--- config.mk ---
export PLATFORM = sky130hd
export DESIGN_NAME = bwd_top
export DESIGN_NICKNAME = d
export VERILOG_FILES = /design/src/rtl/bwd_pkg.sv /design/src/rtl/bwd_window_match.sv /design/src/rtl/bwd_vga_decode.sv /design/src/rtl/bwd_top.sv
export SDC_FILE = /design/constraint.sdc
export NUM_CORES = 1
export LEC_CHECK = 0
export ABC_AREA = 1
export BUFFER_PORTS_ARGS = -buffer_cell sky130_fd_sc_hd__buf_2
export CORE_UTILIZATION = 42
export DETAILED_ROUTE_END_ITERATION = 7
export GPL_TIMING_DRIVEN = 1
export HOLD_SLACK_MARGIN = 0.08
export MAX_ROUTING_LAYER = met4
export PLACE_DENSITY_LB_ADDON = 0.3
export REMOVE_ABC_BUFFERS = 1
export SKIP_LAST_GASP = 1
export SYNTH_ARGS = -nofsm -noshare
export SYNTH_HDL_FRONTEND = slang
export SYNTH_SLANG_ARGS = --single-unit
--- constraint.sdc ---
create_clock -name clk -period 6.5 [get_ports clk]
set_input_delay 1.3 -clock clk [delete_from_list [all_inputs] [get_ports clk]]
set_output_delay 1.3 -clock clk [all_outputs]
set_load 0.01 [all_outputs]
--- src/rtl/bwd_pkg.sv ---
package bwd_pkg;

    localparam int ADDR_W        = 64;
    localparam int IO_GRAN_BITS  = 12;
    localparam int MEM_GRAN_BITS = 20;
    localparam int VGA_IO_BITS   = 10;
    localparam int NUM_WIN       = 3;

    typedef logic [ADDR_W-1:0] addr_t;

    localparam addr_t VGA_MEM_LO = 64'h0000_0000_000A_0000;
    localparam addr_t VGA_MEM_HI = 64'h0000_0000_000B_FFFF;
    localparam logic [VGA_IO_BITS-1:0] VGA_IO_A_LO = 10'h3B0;
    localparam logic [VGA_IO_BITS-1:0] VGA_IO_A_HI = 10'h3BB;
    localparam logic [VGA_IO_BITS-1:0] VGA_IO_B_LO = 10'h3C0;
    localparam logic [VGA_IO_BITS-1:0] VGA_IO_B_HI = 10'h3DF;

    typedef enum logic {
        SPACE_IO  = 1'b0,
        SPACE_MEM = 1'b1
    } space_e;

    typedef enum logic [1:0] {
        WIN_IO   = 2'd0,
        WIN_MEM  = 2'd1,
        WIN_PREF = 2'd2,
        WIN_VGA  = 2'd3
    } win_code_e;

    typedef struct packed {
        addr_t     base;
        addr_t     limit;
        logic      enable;
        space_e    space;
        win_code_e code;
    } window_t;

    typedef struct packed {
        logic      hit;
        win_code_e code;
    } result_t;

    // I/O bound: address nibble from [7:4], optional upper half from the extension
    function automatic addr_t io_bound(input logic [7:0] cfg,
                                       input logic [15:0] upper,
                                       input logic fill);
        addr_t a;
        a = addr_t'(cfg & 8'hF0) << 8;
        if (cfg[0])
            a[31:16] = upper;
        if (fill)
            a[IO_GRAN_BITS-1:0] = '1;
        return a;
    endfunction

    // 32-bit memory bound
    function automatic addr_t mem_bound(input logic [15:0] cfg,
                                        input logic fill);
        addr_t a;
        a = addr_t'(cfg & 16'hFFF0) << 16;
        if (fill)
            a[MEM_GRAN_BITS-1:0] = '1;
        return a;
    endfunction

    // Prefetchable bound with optional 64-bit extension
    function automatic addr_t pref_bound(input logic [15:0] cfg,
                                         input logic [31:0] upper,
                                         input logic fill);
        addr_t a;
        a = addr_t'(cfg & 16'hFFF0) << 16;
        if (cfg[0])
            a[63:32] = upper;
        if (fill)
            a[MEM_GRAN_BITS-1:0] = '1;
        return a;
    endfunction

endpackage

--- src/rtl/bwd_window_match.sv ---
module bwd_window_match
    import bwd_pkg::*;
(
    input  window_t win,
    input  space_e  req_space,
    input  addr_t   req_addr,
    output logic    match
);
    logic nonempty;
    logic above_base;
    logic below_limit;

    always_comb begin
        nonempty    = win.limit >= win.base;
        above_base  = req_addr >= win.base;
        below_limit = req_addr <= win.limit;
        match       = win.enable && nonempty && (req_space == win.space)
                      && above_base && below_limit;
    end
endmodule

--- src/rtl/bwd_vga_decode.sv ---
module bwd_vga_decode
    import bwd_pkg::*;
(
    input  logic   vga_en,
    input  space_e req_space,
    input  addr_t  req_addr,
    output logic   match
);
    logic [VGA_IO_BITS-1:0] io_low;
    logic io_a, io_b, mem_hit;

    always_comb begin
        io_low  = req_addr[VGA_IO_BITS-1:0];
        io_a    = (io_low >= VGA_IO_A_LO) && (io_low <= VGA_IO_A_HI);
        io_b    = (io_low >= VGA_IO_B_LO) && (io_low <= VGA_IO_B_HI);
        mem_hit = (req_addr >= VGA_MEM_LO) && (req_addr <= VGA_MEM_HI);
        if (!vga_en)
            match = 1'b0;
        else if (req_space == SPACE_IO)
            match = io_a || io_b;
        else
            match = mem_hit;
    end
endmodule

--- src/rtl/bwd_top.sv ---
module bwd_top
    import bwd_pkg::*;
(
    input  logic        clk,
    input  logic        rst,
    input  logic        req_valid,
    input  logic        req_space,
    input  logic [63:0] req_addr,
    input  logic [7:0]  io_base_cfg,
    input  logic [7:0]  io_limit_cfg,
    input  logic [15:0] io_base_upper,
    input  logic [15:0] io_limit_upper,
    input  logic [15:0] mem_base_cfg,
    input  logic [15:0] mem_limit_cfg,
    input  logic [15:0] pf_base_cfg,
    input  logic [15:0] pf_limit_cfg,
    input  logic [31:0] pf_base_upper,
    input  logic [31:0] pf_limit_upper,
    input  logic        cmd_io_en,
    input  logic        cmd_mem_en,
    input  logic        vga_en,
    output logic        hit_valid,
    output logic        hit,
    output logic [1:0]  hit_code
);
    window_t            win [NUM_WIN];
    logic [NUM_WIN-1:0] win_match;
    logic               vga_match;
    space_e             space;
    result_t            res_d, res_q;
    logic               valid_q;

    assign space = space_e'(req_space);

    // Window index order is the priority order: lowest index wins
    always_comb begin
        win[0].base   = pref_bound(pf_base_cfg, pf_base_upper, 1'b0);
        win[0].limit  = pref_bound(pf_limit_cfg, pf_limit_upper, 1'b1);
        win[0].enable = cmd_mem_en;
        win[0].space  = SPACE_MEM;
        win[0].code   = WIN_PREF;

        win[1].base   = mem_bound(mem_base_cfg, 1'b0);
        win[1].limit  = mem_bound(mem_limit_cfg, 1'b1);
        win[1].enable = cmd_mem_en;
        win[1].space  = SPACE_MEM;
        win[1].code   = WIN_MEM;

        win[2].base   = io_bound(io_base_cfg, io_base_upper, 1'b0);
        win[2].limit  = io_bound(io_limit_cfg, io_limit_upper, 1'b1);
        win[2].enable = cmd_io_en;
        win[2].space  = SPACE_IO;
        win[2].code   = WIN_IO;
    end

    for (genvar g = 0; g < NUM_WIN; g++) begin : g_win
        bwd_window_match u_match (
            .win       (win[g]),
            .req_space (space),
            .req_addr  (req_addr),
            .match     (win_match[g])
        );
    end

    bwd_vga_decode u_vga (
        .vga_en    (vga_en),
        .req_space (space),
        .req_addr  (req_addr),
        .match     (vga_match)
    );

    always_comb begin
        res_d = '{hit: 1'b0, code: WIN_IO};
        if (vga_match)
            res_d = '{hit: 1'b1, code: WIN_VGA};
        for (int i = NUM_WIN - 1; i >= 0; i--) begin
            if (win_match[i])
                res_d = '{hit: 1'b1, code: win[i].code};
        end
    end

    always_ff @(posedge clk) begin
        if (rst) begin
            valid_q <= 1'b0;
            res_q   <= '{hit: 1'b0, code: WIN_IO};
        end else begin
            valid_q <= req_valid;
            if (req_valid)
                res_q <= res_d;
            else
                res_q <= '{hit: 1'b0, code: WIN_IO};
        end
    end

    assign hit_valid = valid_q;
    assign hit       = res_q.hit;
    assign hit_code  = res_q.code;

endmodule

Word-level counts from Yosys, hierarchy flattened. Cells that the tools add are included.

Bits in registers: 4. Input port bits: 247.

Magnitude comparators: 15. Muxes and demuxes: 10. Bitwise operators: 2. Reductions and logical operators: 18.

Operators by type and width (number): >= comparator 64 x 32 -> 1 bit (2); >= comparator 64 bit (2); less-or-equal comparator 64 x 32 -> 1 bit (2); >= comparator 32 bit (2); >= comparator 64 x 20 -> 1 bit (second input constant) (1); less-or-equal comparator 64 x 20 -> 1 bit (second input constant) (1); less-or-equal comparator 64 bit (1); two-way mux 32 bit (2); two-way mux 16 bit (2); >= comparator 10 bit (second input constant) (2); less-or-equal comparator 10 bit (second input constant) (2); logical AND 1 bit (15); two-way mux 3 bit (4); OR reduction 3 bit (1); two-way mux 1 bit (2); inverter 1 bit (2); OR reduction 2 bit (1); logical OR 1 bit (1).

Depth between registers and ports, before layout.
Depth in word-level cells: 9. Gate-level depth with buffers: 20.

Modules after synthesis. From an unflattened synthesis, not the netlist that was laid out.

Cells, all modules: 2539. Area total of the unflattened synthesis: 15692.6 um^2.

Modules (own cells, without submodules): bwd_window_match at g_win[0].u_match ... (instances 2, cells an instance 753, area each 4827.1 um^2, seq. area each 0.0 um^2); bwd_window_match at g_win[2].u_match (instances 1, cells an instance 755, area each 4844.6 um^2, seq. area each 0.0 um^2); bwd_top (instances 1, cells an instance 222, area each 968.4 um^2, seq. area each 80.1 um^2); bwd_vga_decode (instances 1, cells an instance 56, area each 225.2 um^2, seq. area each 0.0 um^2).

Least setup slack after synthesis. Ideal clock, no wire load.

Path type: input-to-reg. Start: input io_base_cfg[0]. End: register res_q, in the netlist hit_code[0]. Data arrival time: 2.979 ns. Data required time: 6.386 ns. Path slack: 3.408 ns. Cell stages on the path: 17. Buffers on the path: 2. Cell sequence: clkbuf_1 -> clkbuf_1 -> nand2_1 -> ha_1 -> nand2_1 -> nor2_1 -> nand2_1 -> nor2_1 -> nand2_1 -> nand2_1 -> nor2_2 -> nand3_2 -> nand3_2 -> nand2_1 -> nand2_1 -> nand2_1 -> nor2_1.

Longest elaborated chain between the ends: 8. Elaborated cells on any way between the ends: 9. Those cells by class: order compare (2); mux (3); reduce/logical (4).

RTL lines: start: declaration (line bwd_top.sv:9) `input logic [7:0] io_base_cfg,`; two-way mux 16 bit (*) (line bwd_pkg.sv:49) `if (cfg[0])`; >= comparator 32 bit (line bwd_window_match.sv:14) `nonempty = win.limit >= win.base;`; logical AND 1 bit (2 in a row) (line bwd_window_match.sv:17) `match = win.enable && nonempty && (req_space == win.space)`; logical AND 1 bit (*) (2 in a row) (line bwd_window_match.sv:18) `&& above_base && below_limit;`; two-way mux 3 bit (*) (2 in a row) (line bwd_top.sv:77) `if (win_match[i])`; end signal: assignment (line bwd_top.sv:85) `res_q <= '{hit: 1'b0, code: WIN_IO};`; end signal: assignment (line bwd_top.sv:89) `res_q <= res_d;`; end signal: assignment (line bwd_top.sv:91) `res_q <= '{hit: 1'b0, code: WIN_IO};`; end: declaration (line bwd_top.sv:30) `result_t res_d, res_q;`.

Mark *: on every way between the ends. The rest lies on a longest branch, timed or not. A chain may end at the register's enable or synchronous reset.

Worst setup path after layout.
Start: input pf_limit_cfg[0]. End: register res_q, in the netlist hit.

Longest elaborated chain between the ends: 7. Elaborated cells on any way between the ends: 8. Those cells by class: order compare (2); mux (2); reduce/logical (4).

RTL lines: start: declaration (line bwd_top.sv:16) `input logic [15:0] pf_limit_cfg,`; two-way mux 32 bit (*) (line bwd_pkg.sv:72) `if (cfg[0])`; >= comparator 64 bit (line bwd_window_match.sv:14); logical AND 1 bit (2 in a row) (line bwd_window_match.sv:17); logical AND 1 bit (line bwd_window_match.sv:18); logical AND 1 bit (*) (line bwd_window_match.sv:18); two-way mux 3 bit (*) (line bwd_top.sv:77).

Marked as above.

==> results.cfg <==
[run_status]
outcome = finished, final reports clean

[sta]
period_minus_slack_ns = 3.213
finalHoldViolations = 0
rsz0062_at_grt = false
tightest_slew_ns = 0.5976
slew_viol_final = 0
final.setup.tns_ns = 0
fmax_ghz = 0.3112
slew_headroom = 0.6016
final.period_utilization = 0.4944
setup-violations-final = 0

[floorplan]
die_height_microns = 129.8
initial_core_util = 0.4317
core_sq_um = 15890
std_cell_rows = 46
fp.dieW_microns = 129.8
dieArea_sq_um = 16840
boundaryPins = 251

[grt]
met2_usage = 0.4265
grt_pass1_vias = 7228
antenna_found_initial = 3
grt_util_met3 = 0.02214
gr-usage-all-layers = 0.2384
grt_pass1_wl_microns = 31500
grt_overflow = 0
use_met1 = 0.2863
grt.busiest_layer = met2
grt_max_degree = 33

[power]
switchingPower_mw = 0.2976
finalPower_mw = 0.6055
seq_power_share = 0.042
power.leakage_nw = 5.248
intPower_mw = 0.3080
clkPwrFrac = 0.163
ir_drop_mv = 0.06429
powerDensity_nw_per_um2 = 72.70
power_frac_comb = 0.794
p_sw_frac = 0.4914

[clock_network]
cts_buffers = 3
cts_root_buf = clkbuf_16
clk_pin_slew_worst_paths_ns = 0.03
h-tree-depth = 1
cts.path.max_buffers = 2
cts_resized = 0
cts_tree = yes
postCtsHoldBufs = 0
cts.sink_count = 4
postCtsSetupBuffers = 0

[logic_synthesis]
yosysUniqueCellTypes = 28
syn_area_per_cell_sq_um = 5.792
yosysMostFrequentCell = nand2_1
synth_compound_area_frac = 0.09579
synth_fa_ha_area_frac = 0.4105
synth_top_family_by_area = adder cells
synth_top_area_share = 0.4105
ys_top_cells_by_area = ha_1 41%, nand2_1 23%, inv_1 10%, nor2_1 7.2%, a21oi_1 6.3%
ys_seq_elements = 4
synth_commonest_cells = 417 x nand2_1, 225 x ha_1, 186 x inv_1
synth-simple-area-share = 0.3715
syn_area_sq_um = 6858
synthXorXnorAreaFrac = 0
synth_edf_count = 0
async_reset_ff_frac = 0
yosys.area.top_type = ha_1
yosysSeqAreaShare = 0.01168
synthFlopType = dfxtp_1
syn_inst = 1184
synthMuxAreaShare = 0
yosys_warnings = 0

[finish]
layout.nets = 1881
syn_to_final_growth_pct = 21.46
drive_gt1_frac = 0.1784
fin_cells = 1628
seq_area_sq_um = 80.08
multi_input_area_sq_um = 6020
final.fill_count = 1719

[worst_setup_path]
crit_fanout = 32
crit_type = in -> reg
arrival_ns = 3.33
end_kind = flip-flop
crit_chain = buf_2, nand2_1, ha_1, nand4_1, nor2_1, nand2_1, nor2_1, nand2_1, nand3_1, nand2_1, nand2_1, nor2_2, nor2_1, nor2_1
crit_path_max_incr_delay_ns = 0.42
crit_family = simple AND/OR/NAND/NOR gates
cp_slowest_cell = buf_2
required_ns = 6.62
cpMostUsedCell = nand2_1
path_depth = 14
cp_num_buf_inv = 1
cp-start-kind = input port

[route]
ant_nets = 0
num_vias = 7738
dr.pass1.iters = 5
routedWlPerCell_microns = 12.11
drtIter0Drc = 246
viasPerCell = 4.753
wirelength_microns = 19720
route.detailed.drc = 0

[min_path]
holdPathStages = 2
hp-class = in -> reg
worstHoldStart = rst
hold_end = hit_valid$_SDFF_PP0_

[job]
drv_cap = 0

[placement]
place_inst = 1620
dp_hpwl_microns = 18010
place.gp.congestion = 0.9433
numPortBuffers = 230
layout make-up:
cell class,instances,area share
Antenna cell,5,0.001502
Tap cell,216,0.03245
Timing Repair Buffer,230,0.1382
Multi-Input combinational cell,978,0.7227
Sequential cell,4,0.009614
Inverter,192,0.08653
Clock buffer,3,0.009013
placed cells by master, fill, tap and decap left out:
master,count
o21a_1,6
nand3_2,3
inv_1,186
clkbuf_16,3
buf_2,230
o21ai_1,1
and2_1,4
nand2_2,2
inv_2,5
nand2_1,417
dfxtp_1,4
nor2b_1,3
o21bai_1,3
a21oi_1,86
nor3_1,7
diode_2,5
nor2_2,6
o21ai_0,14
nand3_1,38
nor4_1,3
clkinv_1,1
and3_1,1
a21o_1,9
nor2_1,132
and2_0,1
nor2_4,1
nand3b_1,1
ha_1,225
a21oi_4,1
nand4_1,14
metrics by stage:
| step | hold WS [ns] | utilization | setup WS [ns] | area [sq um] |
|---|---|---|---|---|
| 2_1_floorplan | 1.394 | - | 3.899 | 6820 |
| 3_3_place_gp | 1.527 | 0.5188 | 3.076 | 8242 |
| 3_5_place_dp | 1.528 | 0.5188 | 3.032 | 8242 |
| 4_1_cts | 1.288 | 0.5236 | 3.262 | 8317 |
| 5_1_grt | 1.306 | 0.5240 | 2.942 | 8324 |
| 6_report | 1.284 | 0.5243 | 3.287 | 8329 |
routing by layer:
metal,wire length [microns],part of all wire,up-vias
met1,9037,0.46,3287
met5,0,0,-
met3,1062,0.054,29
met2,9253,0.47,178
li1,-,-,4244
met4,366,0.019,0
power groups by stage:
| stage | clock, mW | combinational [mW] | sequential (mW) |
|---|---|---|---|
| 5_1_grt | 0.102 | 0.564 | 0.0257 |
| 3_5_place_dp | 0 | 0.481 | 0.0260 |
| 3_3_place_gp | 0 | 0.468 | 0.0260 |
| 6_report | 0.0988 | 0.481 | 0.0257 |
| 4_1_cts | 0.100 | 0.484 | 0.0257 |
| 2_1_floorplan | 0 | 0.300 | 0.0264 |
worst max-delay path by stage:
stage | from | endpoint | slack [ns]
5_1_grt | pf_base_cfg[0] | hit$_SDFF_PP0_ | 2.94
4_1_cts | pf_limit_cfg[0] | hit$_SDFF_PP0_ | 3.26
2_1_floorplan | pf_limit_upper[23] | hit$_SDFF_PP0_ | 3.90
3_5_place_dp | pf_limit_cfg[0] | hit$_SDFF_PP0_ | 3.03
6_report | pf_limit_cfg[0] | hit$_SDFF_PP0_ | 3.29
3_3_place_gp | pf_limit_cfg[0] | hit$_SDFF_PP0_ | 3.08
state kept, by name, indices dropped and copies added (netlist names):
name / flops
hit_valid: 1
hit_code: 2
hit: 1
logic make-up after synthesis:
logic type | Yosys count
flip-flops | 4
AND/OR/NAND/NOR | 633
buffers and inverters | 202
AO/OA/AOI/OAI | 120
adder cells (fa/ha/maj) | 225
No activity file was read; power rests on OpenSTA's default activity.
